<file path="config.mk">
export PLATFORM = sky130hd
export DESIGN_NAME = rststr_top
export DESIGN_NICKNAME = d
export VERILOG_FILES = /design/src/rtl/rststr_pkg.sv /design/src/rtl/rststr_sync.sv /design/src/rtl/rststr_pin_qual.sv /design/src/rtl/rststr_stretch_ctr.sv /design/src/rtl/rststr_top.sv
export SDC_FILE = /design/constraint.sdc
export NUM_CORES = 1
export LEC_CHECK = 0
export ABC_AREA = 1
export BUFFER_PORTS_ARGS = -buffer_cell sky130_fd_sc_hd__buf_4
export CAP_MARGIN = 20
export CORE_UTILIZATION = 55
export CTS_CLUSTER_DIAMETER = 120
export DETAILED_ROUTE_END_ITERATION = 6
export GPL_TIMING_DRIVEN = 0
export HOLD_SLACK_MARGIN = 0.12
export PLACE_DENSITY = 0.69
export SYNTH_ARGS = -nofsm -noshare
export SYNTH_HDL_FRONTEND = slang
export SYNTH_HIERARCHICAL = 1
export SYNTH_SLANG_ARGS = --single-unit
</file>
<file path="constraint.sdc">
create_clock -name clk -period 1.9 [get_ports clk]
set_input_delay 0.285 -clock clk [delete_from_list [all_inputs] [get_ports clk]]
set_output_delay 0.285 -clock clk [all_outputs]
set_load 0.1 [all_outputs]
</file>
<file path="src/rtl/rststr_pkg.sv">
package rststr_pkg;
    typedef enum logic [1:0] {
        ST_HOLD    = 2'd0,
        ST_STRETCH = 2'd1,
        ST_RUN     = 2'd2
    } rst_state_e;

    typedef enum logic [1:0] {
        CAUSE_POWERUP = 2'd0,
        CAUSE_LOWV    = 2'd1,
        CAUSE_PIN     = 2'd2,
        CAUSE_WDOG    = 2'd3
    } rst_cause_e;
endpackage

</file>
<file path="src/rtl/rststr_sync.sv">
module rststr_sync #(
    parameter int   STAGES  = 2,
    parameter logic RST_VAL = 1'b0
) (
    input  logic clk,
    input  logic por_n,
    input  logic d,
    output logic q
);
    logic [STAGES-1:0] chain;

    generate
        if (STAGES == 1) begin : g_single
            always_ff @(posedge clk or negedge por_n) begin
                if (!por_n) chain <= RST_VAL;
                else        chain <= d;
            end
        end else begin : g_multi
            always_ff @(posedge clk or negedge por_n) begin
                if (!por_n) chain <= {STAGES{RST_VAL}};
                else        chain <= {chain[STAGES-2:0], d};
            end
        end
    endgenerate

    assign q = chain[STAGES-1];
endmodule

</file>
<file path="src/rtl/rststr_pin_qual.sv">
module rststr_pin_qual #(
    parameter int QUAL_CYC = 10
) (
    input  logic clk,
    input  logic por_n,
    input  logic pin_s,
    output logic hold
);
    localparam int CW = $clog2(QUAL_CYC + 1);
    localparam logic [CW-1:0] LIM = CW'(QUAL_CYC);

    logic [CW-1:0] width_cnt;

    always_ff @(posedge clk or negedge por_n) begin
        if (!por_n)                width_cnt <= '0;
        else if (pin_s)            width_cnt <= '0;
        else if (width_cnt != LIM) width_cnt <= width_cnt + 1'b1;
    end

    assign hold = (width_cnt == LIM);

    // any high sample wipes the qualification
    a_r5_high_clears: assert property (@(posedge clk) disable iff (!por_n)
        pin_s |=> !hold);
endmodule

</file>
<file path="src/rtl/rststr_stretch_ctr.sv">
module rststr_stretch_ctr #(
    parameter int STRETCH_CYC = 1200
) (
    input  logic clk,
    input  logic por_n,
    input  logic load,
    output logic done
);
    localparam int CNT_W = (STRETCH_CYC > 2) ? $clog2(STRETCH_CYC) : 1;
    localparam logic [CNT_W-1:0] LOAD_VAL = CNT_W'(STRETCH_CYC - 1);

    logic [CNT_W-1:0] cnt;

    always_ff @(posedge clk or negedge por_n) begin
        if (!por_n)          cnt <= LOAD_VAL;
        else if (load)       cnt <= LOAD_VAL;
        else if (cnt != '0)  cnt <= cnt - 1'b1;
    end

    assign done = (cnt == '0);
endmodule

</file>
<file path="src/rtl/rststr_top.sv">
module rststr_top #(
    parameter int STRETCH_CYC = 1200,
    parameter int QUAL_CYC    = 10,
    parameter int SYNC_STAGES = 2
) (
    input  logic       clk,
    input  logic       por_n,
    input  logic       lowv_flag,
    input  logic       ext_rst_n,
    input  logic       wdog_ovf,
    output logic       sys_rst,
    output logic [1:0] rst_cause
);
    import rststr_pkg::*;

    logic lowv_s, pin_s, pin_hold, cause_act, stretch_done, ctr_load;
    logic lowv_prev, pin_prev;
    rst_state_e state, state_nxt;
    rst_cause_e cause_q;

    rststr_sync #(.STAGES(SYNC_STAGES), .RST_VAL(1'b0)) u_sync_lowv (
        .clk(clk), .por_n(por_n), .d(lowv_flag), .q(lowv_s));

    rststr_sync #(.STAGES(SYNC_STAGES), .RST_VAL(1'b1)) u_sync_pin (
        .clk(clk), .por_n(por_n), .d(ext_rst_n), .q(pin_s));

    rststr_pin_qual #(.QUAL_CYC(QUAL_CYC)) u_pin_qual (
        .clk(clk), .por_n(por_n), .pin_s(pin_s), .hold(pin_hold));

    rststr_stretch_ctr #(.STRETCH_CYC(STRETCH_CYC)) u_ctr (
        .clk(clk), .por_n(por_n), .load(ctr_load), .done(stretch_done));

    assign cause_act = lowv_s | pin_hold;
    assign ctr_load  = (state != ST_STRETCH) | wdog_ovf;

    // state register
    always_ff @(posedge clk or negedge por_n) begin
        if (!por_n) state <= ST_STRETCH;
        else        state <= state_nxt;
    end

    always_comb begin
        state_nxt = state;
        unique case (state)
            ST_HOLD: begin
                if (!cause_act) state_nxt = ST_STRETCH;
            end
            ST_STRETCH: begin
                if (cause_act)                      state_nxt = ST_HOLD;
                else if (!wdog_ovf && stretch_done) state_nxt = ST_RUN;
            end
            ST_RUN: begin
                if (cause_act)     state_nxt = ST_HOLD;
                else if (wdog_ovf) state_nxt = ST_STRETCH;
            end
            default: state_nxt = ST_HOLD;
        endcase
    end

    // trigger record
    always_ff @(posedge clk or negedge por_n) begin
        if (!por_n) begin
            lowv_prev <= 1'b0;
            pin_prev  <= 1'b0;
            cause_q   <= CAUSE_POWERUP;
        end else begin
            lowv_prev <= lowv_s;
            pin_prev  <= pin_hold;
            if (lowv_s && !lowv_prev)     cause_q <= CAUSE_LOWV;
            else if (pin_hold && !pin_prev) cause_q <= CAUSE_PIN;
            else if (wdog_ovf)            cause_q <= CAUSE_WDOG;
        end
    end

    // outputs
    always_comb begin
        sys_rst   = (state != ST_RUN);
        rst_cause = cause_q;
    end

    a_r10_held_cause_asserts: assert property (@(posedge clk) disable iff (!por_n)
        cause_act |=> sys_rst);

    a_r7_wdog_asserts: assert property (@(posedge clk) disable iff (!por_n)
        wdog_ovf |=> sys_rst);

    a_r3_release_after_count: assert property (@(posedge clk) disable iff (!por_n)
        $fell(sys_rst) |-> ($past(stretch_done) && !$past(cause_act)));

    a_r8_stretch_interrupted: assert property (@(posedge clk) disable iff (!por_n)
        (state == ST_STRETCH && cause_act) |=> (state == ST_HOLD));
endmodule

</file>
==> metrics.log, run 1 <==
[metrics] flip-flop and latch count after synthesis: 25
[metrics] clock latency of the later-clocked register in the worst-skew pair: between 300 and 400 ps
[metrics] Max transition margin: about two thirds
[metrics] Max VDD drop: 0.000591 V
[metrics] depth of the worst hold-timing path: 4
[metrics] Net Sw Frac: 26.7%
[metrics] max-slew violation count: 0
[metrics] die extent in y: 49.4 um
[metrics] port bufs: 7
[metrics] routed wirelength normalized by instance count: 11.1 um
[metrics] vias per cell: between 5 and 6
[metrics] number of global-route vias before repair: roughly 930
[metrics] top-count cell post-synth: nand2_1
[metrics] Final setup viols: 0
[metrics] placeable core region: between 0.002 and 0.0025 mm2
[metrics] number of antenna violations at the first check in global routing: 0
[metrics] count of pins on the block boundary: 8
[metrics] max cap viols: 0
[metrics] Async S/R FF share, synth: between 90% and 100%
[metrics] Clock Skew: between 4 and 5 ps
[metrics] final clock period utilization by the worst path: 83.5%
[metrics] switching power total: 0.255 mW
[metrics] pin count of the biggest net entering global routing: 26
[metrics] area of all sequential standard cells: 638 um2
[metrics] post-synth top area share: 30.4%
[metrics] cts bufs inserted: 3
[metrics] warning count from the yosys run: 6
[metrics] number of setup buffers added after CTS: 0
[metrics] vias: about 1,000
[metrics] first-pass iteration count of the detailed router: 4
[metrics] layout cells sized above 1: 19.5%
[metrics] most frequent cells after synthesis: 29 x nand2_1, 28 x inv_1, 18 x nand3_1
[metrics] post-cts hold buffer count: 3
[metrics] Pwr per Cell Area: 693 mW/mm2
[metrics] antenna-violating nets left: 0
[metrics] worst slew pin tran: 477 ps
[metrics] largest fanout on the critical path: 4
[metrics] clock network fraction of design power: 24.1%
[metrics] fraction of the yosys area taken by sequential cells: about half
[metrics] diode insertion count for antenna repair: 0
[metrics] library cell used as clock root buffer: clkbuf_4
[metrics] number of synthesized flops with an enable pin: 0
[metrics] number of resized instances in the post-cts repair step: 0
[metrics] ranking of synthesized cells by area: dfrtp_1 30%, dfstp_2 21%, nand2_1 8.8%
[metrics] Filler Cell Count: 180
[metrics] global-route total usage across every layer: 20.1%
[metrics] standard-cell rows: 16
[metrics] placer congestion estimate: between 0.8 and 0.9
[metrics] hpwl dp: ~1.5 mm
[metrics] number of clock sinks: 25
[metrics] x dimension of the die: 49.4 um
[metrics] cell area after synthesis: 0.00124 mm2
[metrics] cell-internal power: 0.701 mW
[metrics] smallest setup slack after layout: 314 ps
[metrics] Finished Core Util: 67.5%
[metrics] worst setup slack for register-to-register paths: 340 ps
[metrics] peak clock frequency supported by timing: 630 MHz
[metrics] maximum level of the CTS H-tree: 1
[metrics] kind of capture point of the worst setup path: output pin
[metrics] Combinational Power Share: 13.4%
[metrics] Post-Place Worst Slack: 368 ps
[metrics] worst hold path class: primary input to register
[metrics] net count after synthesis: 158
[metrics] post-layout min period: 1590 ps
[metrics] startpoint kind of the worst setup timing path: register
[metrics] Sequential Power Share: between 60% and 70%
[metrics] multi-input combinational cell area: between 400 and 500 um2
[metrics] run status: completed
[metrics] WP data arrival: 1300 ps
[metrics] grt ovf: 0
[metrics] total chip power: 0.956 mW
[metrics] classification of the worst setup path: register to output pin
[metrics] cell type with the highest aggregate area in the netlist: dfrtp_1
[metrics] RSZ-0062 raised after global routing: no
[metrics] Worst R2R Path Depth: 10
[metrics] count of different cell masters after synthesis: 22
[metrics] Critical Path RT: 1620 ps
[metrics] post-layout net count: approximately 170
[metrics] most instantiated flip-flop cell in the synthesis netlist: dfrtp_1
[metrics] layout-stage area growth over the synthesis result: 11.5%
[metrics] area enclosed by the die boundary: 0.00244 mm2
[metrics] count of mapped cells out of synthesis: 150
[metrics] buffer depth of the longest clock path: 2
[metrics] number of failing hold endpoints at the final stage: 0
[metrics] clock tree from TritonCTS: done
[metrics] Final Routed Wirelength: 2.12 mm
[metrics] Mapped Avg Cell Area: 8.24 um2
[metrics] clock-pin slew of the registers on the worst-case setup and hold paths: 120 ps
[metrics] detailed-route DRC error count: 0
[metrics] global-route wire length before repair: 3.75 mm
[metrics] violation count after the first detailed-routing iteration: 12
[metrics] Post-Route Setup TNS: 0 ps
[metrics] initial cell density of the core: 60.5%
[metrics] LEAKAGE: 0.705 nW
==> final cells by class <==
class                   instances  area share [%]
flip-flops and latches         25            46.3
multi-input cells              95            35.2
inverters                      29            7.89
repair buffers                 10            5.99
well taps                      27            2.45
clock buffers                   4            1.91
plain buffers                   1           0.272
==> metrics by stage <==
stage | hold slack (ps) | cells | instance area [um2]
2_1_floorplan | -10.6 | 150 | 1240
3_3_place_gp | 201 | 184 | 1320
3_5_place_dp | 201 | 184 | 1320
4_1_cts | 242 | 191 | 1380
5_1_grt | 235 | 191 | 1380
6_report | 250 | 191 | 1380
==> worst paths after layout <==
path	to	startpoint
worst max register to register	state[1]$_DFFE_PN0P_	u_ctr/cnt[0]$_DFFE_PN1P_
min in group asynchronous	u_ctr/cnt[4]$_DFFE_PN0P_	por_n
worst max-delay path	sys_rst	state[0]$_DFFE_PN1P_
worst min register to register	u_sync_pin/chain[1]$_DFF_PN1_	u_sync_pin/chain[0]$_DFF_PN1_
max in group asynchronous	u_sync_pin/chain[1]$_DFF_PN1_	por_n
worst min-delay path	state[1]$_DFFE_PN0P_	wdog_ovf
==> worst max-delay path, cell delays in order (launching register included) <==
cell	delay, ps
dfstp_2	580
inv_1	80
nand2_1	60
buf_4	280
==> metal layers <==
| layer | GRT usage, % | routed length [um] | vias to the layer above |
|---|---|---|---|
| li1 | - | - | 501 |
| met1 | 25.5 | 1040 | 473 |
| met2 | 34.2 | 1020 | 11 |
| met3 | 3.74 | 45 | 2 |
| met4 | 6.67 | 12 | 0 |
| met5 | 0 | 0 | - |
==> cells by family after synthesis <==
logic type	Yosys count	synth area share (%)
AND/OR/NAND/NOR	80	31.2
adder cells (fa/ha/maj)	3	3.04
buffers and inverters	30	9.11
flip-flops	25	51.6
AO/OA/AOI/OAI	12	5.06
==> flip-flops by register name, summed over array words and instances, names as in the netlist <==
register / flops
rst_cause: 2
u_sync_pin/chain: 2
u_ctr/cnt: 11
lowv_prev: 1
u_sync_lowv/chain: 2
pin_prev: 1
u_pin_qual/width_cnt: 4
state: 2
==> placed cells by master (no fill, tap or decap), types with 2 or more instances in the layout <==
cell           Yosys  routed
buf_4              0       7
clkbuf_1           1       2
dlygate4sd3_1      0       3
nand2_1           29      29
o21ai_1            2       2
nand2_2            4       4
o21ai_0            6       6
a21oi_1            3       3
nor2_4             2       2
nor2_1            15      15
ha_1               3       3
nand3_1           18      18
inv_1             28      28
nor2_2             2       2
dfstp_2           10      10
nand4_1            5       5
clkbuf_4           0       3
dfrtp_1           15      15
==> power by group through the flow <==
stage / Clock, mW / Sequential [mW] / Combinational [mW]
4_1_cts: 0.240 / 0.597 / 0.130
5_1_grt: 0.265 / 0.601 / 0.146
3_5_place_dp: 0 / 0.606 / 0.124
3_3_place_gp: 0 / 0.604 / 0.119
6_report: 0.230 / 0.597 / 0.128
2_1_floorplan: 0 / 0.616 / 0.0721
(Power assumes the default switching activity.)
==> inputs of run 2 (changes only) <==
Clock period 1.9 ns to 1.6 ns, I/O delays scaled along.
==> run 2 against run 1 <==
Compared with the run above:
- non-clock buffer count unchanged
- largest power group unchanged
- cell count unchanged
- highest routed layer unchanged
- largest cell class unchanged
- total power up 19%
==> metrics.log, run 2 (synthesis gave the netlist of run 1 again) <==
[metrics] run status: completed
[metrics] vias per cell: 5.12 (-0.91%)
[metrics] register with the most flip-flops: u_ctr/cnt
[metrics] port bufs: 7 (unchanged)
[metrics] launch instance of the worst min-delay path: wdog_ovf
[metrics] post-layout net count: 173 (unchanged)
[metrics] placer congestion estimate: 0.816 (unchanged)
[metrics] layout cells sized above 1: 20.1% (+0.61 points)
[metrics] placeable core region: 0.00204 mm2 (unchanged)
[metrics] vias: 978 (-0.91%)
[metrics] largest fanout on the critical path: 6 (+2)
[metrics] Worst setup startpoint: u_ctr/cnt[0]$_DFFE_PN1P_
[metrics] diode insertion count for antenna repair: 0 (unchanged)
[metrics] hpwl dp: 1.54 mm (unchanged)
[metrics] worst hold path class: primary input to register
[metrics] Filler Cell Count: 178 (-1.1%)
[metrics] Post-Route Hold Slack: 205 ps (-44.4 ps)
[metrics] global-route wire length before repair: 3.75 mm (unchanged)
[metrics] biggest regs: u_ctr/cnt: 11 flops, u_pin_qual/width_cnt: 4 flops
[metrics] first-pass iteration count of the detailed router: 4 (unchanged)
[metrics] Max VDD drop: 0.000703 V (+19%)
[metrics] worst setup slack for register-to-register paths: 80 ps (-260 ps)
[metrics] kind of capture point of the worst setup path: register
[metrics] Worst R2R Path Depth: 10 (unchanged)
[metrics] number of failing hold endpoints at the final stage: 0 (unchanged)
[metrics] worst slew pin tran: 312 ps (-165 ps)
[metrics] number of antenna violations at the first check in global routing: 0 (unchanged)
[metrics] depth of the worst hold-timing path: 4 (unchanged)
[metrics] classification of the worst setup path: register to register
[metrics] post-layout min period: 1520 ps
[metrics] capture instance of the worst register-to-register path: state[1]$_DFFE_PN0P_
[metrics] Pwr per Cell Area: 815 mW/mm2 (+18%)
[metrics] LEAKAGE: 0.726 nW (+3.0%)
[metrics] Final Routed Wirelength: 2.15 mm (+1.1%)
[metrics] RSZ-0062 raised after global routing: no
[metrics] Max transition margin: 79.2% (+11 points)
[metrics] count of pins on the block boundary: 8 (unchanged)
[metrics] cell chain of the critical path: inv_1 -> ha_1 -> nand2_2 -> nor2_4 -> nand2_4 -> inv_1 -> inv_1 -> nor2_1 -> nand4_1 -> nand2_1
[metrics] Finished Core Util: 68.3% (+0.74 points)
[metrics] worst hold endpoint: state[1]$_DFFE_PN0P_
[metrics] pin count of the biggest net entering global routing: 26 (unchanged)
[metrics] WP data arrival: 1730 ps (+430 ps)
[metrics] Clock Skew: 5.77 ps (+0.807 ps)
[metrics] Final setup viols: 0 (unchanged)
[metrics] maximum level of the CTS H-tree: 1 (unchanged)
[metrics] most frequent cells in the layout: 29 x nand2_1, 28 x inv_1, 18 x nand3_1
[metrics] buffer depth of the longest clock path: 2 (unchanged)
[metrics] initial cell density of the core: 60.5% (unchanged)
[metrics] number of global-route vias before repair: 928 (unchanged)
[metrics] max cap viols: 0 (unchanged)
[metrics] violation count after the first detailed-routing iteration: 12 (unchanged)
[metrics] stage delay of the slowest cell on the critical path: 550 ps (-30 ps)
[metrics] routed wirelength normalized by instance count: 11.2 um (+1.1%)
[metrics] Worst R2R Start: u_ctr/cnt[0]$_DFFE_PN1P_
[metrics] cell occurring most often along the worst timing path: inv_1
[metrics] layout-stage area growth over the synthesis result: 12.8%
[metrics] antenna-violating nets left: 0 (unchanged)
[metrics] final clock period utilization by the worst path: 94.7%
[metrics] cts bufs inserted: 3 (unchanged)
[metrics] grt ovf: 0 (unchanged)
[metrics] Critical Path RT: 1810 ps (+190 ps)
[metrics] number of clock sinks: 25 (unchanged)
[metrics] flip-flop count of the largest register, all copies and words added: 11 (unchanged)
[metrics] startpoint kind of the worst setup timing path: register
[metrics] x dimension of the die: 49.4 um (unchanged)
[metrics] global-route total usage across every layer: 20.1% (unchanged)
[metrics] peak clock frequency supported by timing: 660 MHz
[metrics] Post-Route Setup TNS: 0 ps (unchanged)
[metrics] clock latency of the later-clocked register in the worst-skew pair: 310 ps (about the same)
[metrics] cell with the biggest individual delay on the critical path: dfstp_2
[metrics] clock-pin slew of the registers on the worst-case setup and hold paths: 130 ps (about the same)
[metrics] most common cell after layout, fill and taps aside: nand2_1
[metrics] die extent in y: 49.4 um (unchanged)
[metrics] standard-cell rows: 16 (unchanged)
[metrics] library cell used as clock root buffer: clkbuf_4
[metrics] clock tree from TritonCTS: done
[metrics] detailed-route DRC error count: 0 (unchanged)
[metrics] area enclosed by the die boundary: 0.00244 mm2 (unchanged)
[metrics] max-slew violation count: 0 (unchanged)
==> run 2: cell counts in the layout (fill, tap and decap cells not counted) <==
Identical to the previous run, type by type.
==> run 2: metal layers <==
layer	global-route usage (%)	wire, um	vias to the layer above	part of all wire [%]
met3	3.74	41	2	1.9
li1	-	-	502	-
met1	25.5	1060	465	49
met4	6.67	12	0	0.56
met5	0	0	-	0
met2	34.2	1030	9	48
==> run 2: what timing repair did <==
item | in CTS | in global routing
buffers inserted | 0 | 0
endpoints found under the setup margin | 0 | 6
gates resized for setup | 0 | 5
hold buffers | 3 | 0
hold endpoints to repair | 27 | 0
==> run 2: power by group <==
group | internal (mW) | switching (mW)
Clock | 0.0972 | 0.176
Sequential | 0.684 | 0.0256
Combinational | 0.0518 | 0.101
Total | 0.833 | 0.303
==> run 2: worst max-delay path by stage <==
stage / to
after floorplan: sys_rst
after global placement: state[1]$_DFFE_PN0P_
after detailed placement: state[1]$_DFFE_PN0P_
after CTS: state[1]$_DFFE_PN0P_
after global routing: state[1]$_DFFE_PN0P_
final: state[1]$_DFFE_PN0P_
==> run 2: worst max-delay path, delay by kind of cell, from the launching register on <==
family | cells | cell delay (ps)
fa+ha+maj | 1 | 240
buf+inv | 3 | 190
flops | 1 | 550
simple gates | 6 | 430
==> run 2: through the flow <==
step	worst slack, ps	power (mW)	std cells	cell area [um2]
2_1_floorplan	132	0.818	150	1240
3_3_place_gp	76.5	0.859	184	1320
3_5_place_dp	68.2	0.868	184	1320
4_1_cts	41.3	1.15	191	1380
5_1_grt	14.0	1.20	191	1390
6_report	84.6	1.14	191	1390
==> run 2: cell type report <==
type	instances	area [um2]	area share, %
Sequential cell	25	638	45.8
Multi-Input combinational cell	95	495	35.5
Inverter	29	109	7.81
Timing Repair Buffer	10	86.3	6.19
Tap cell	27	33.8	2.42
Clock buffer	4	26.3	1.89
Buffer	1	5.00	0.359
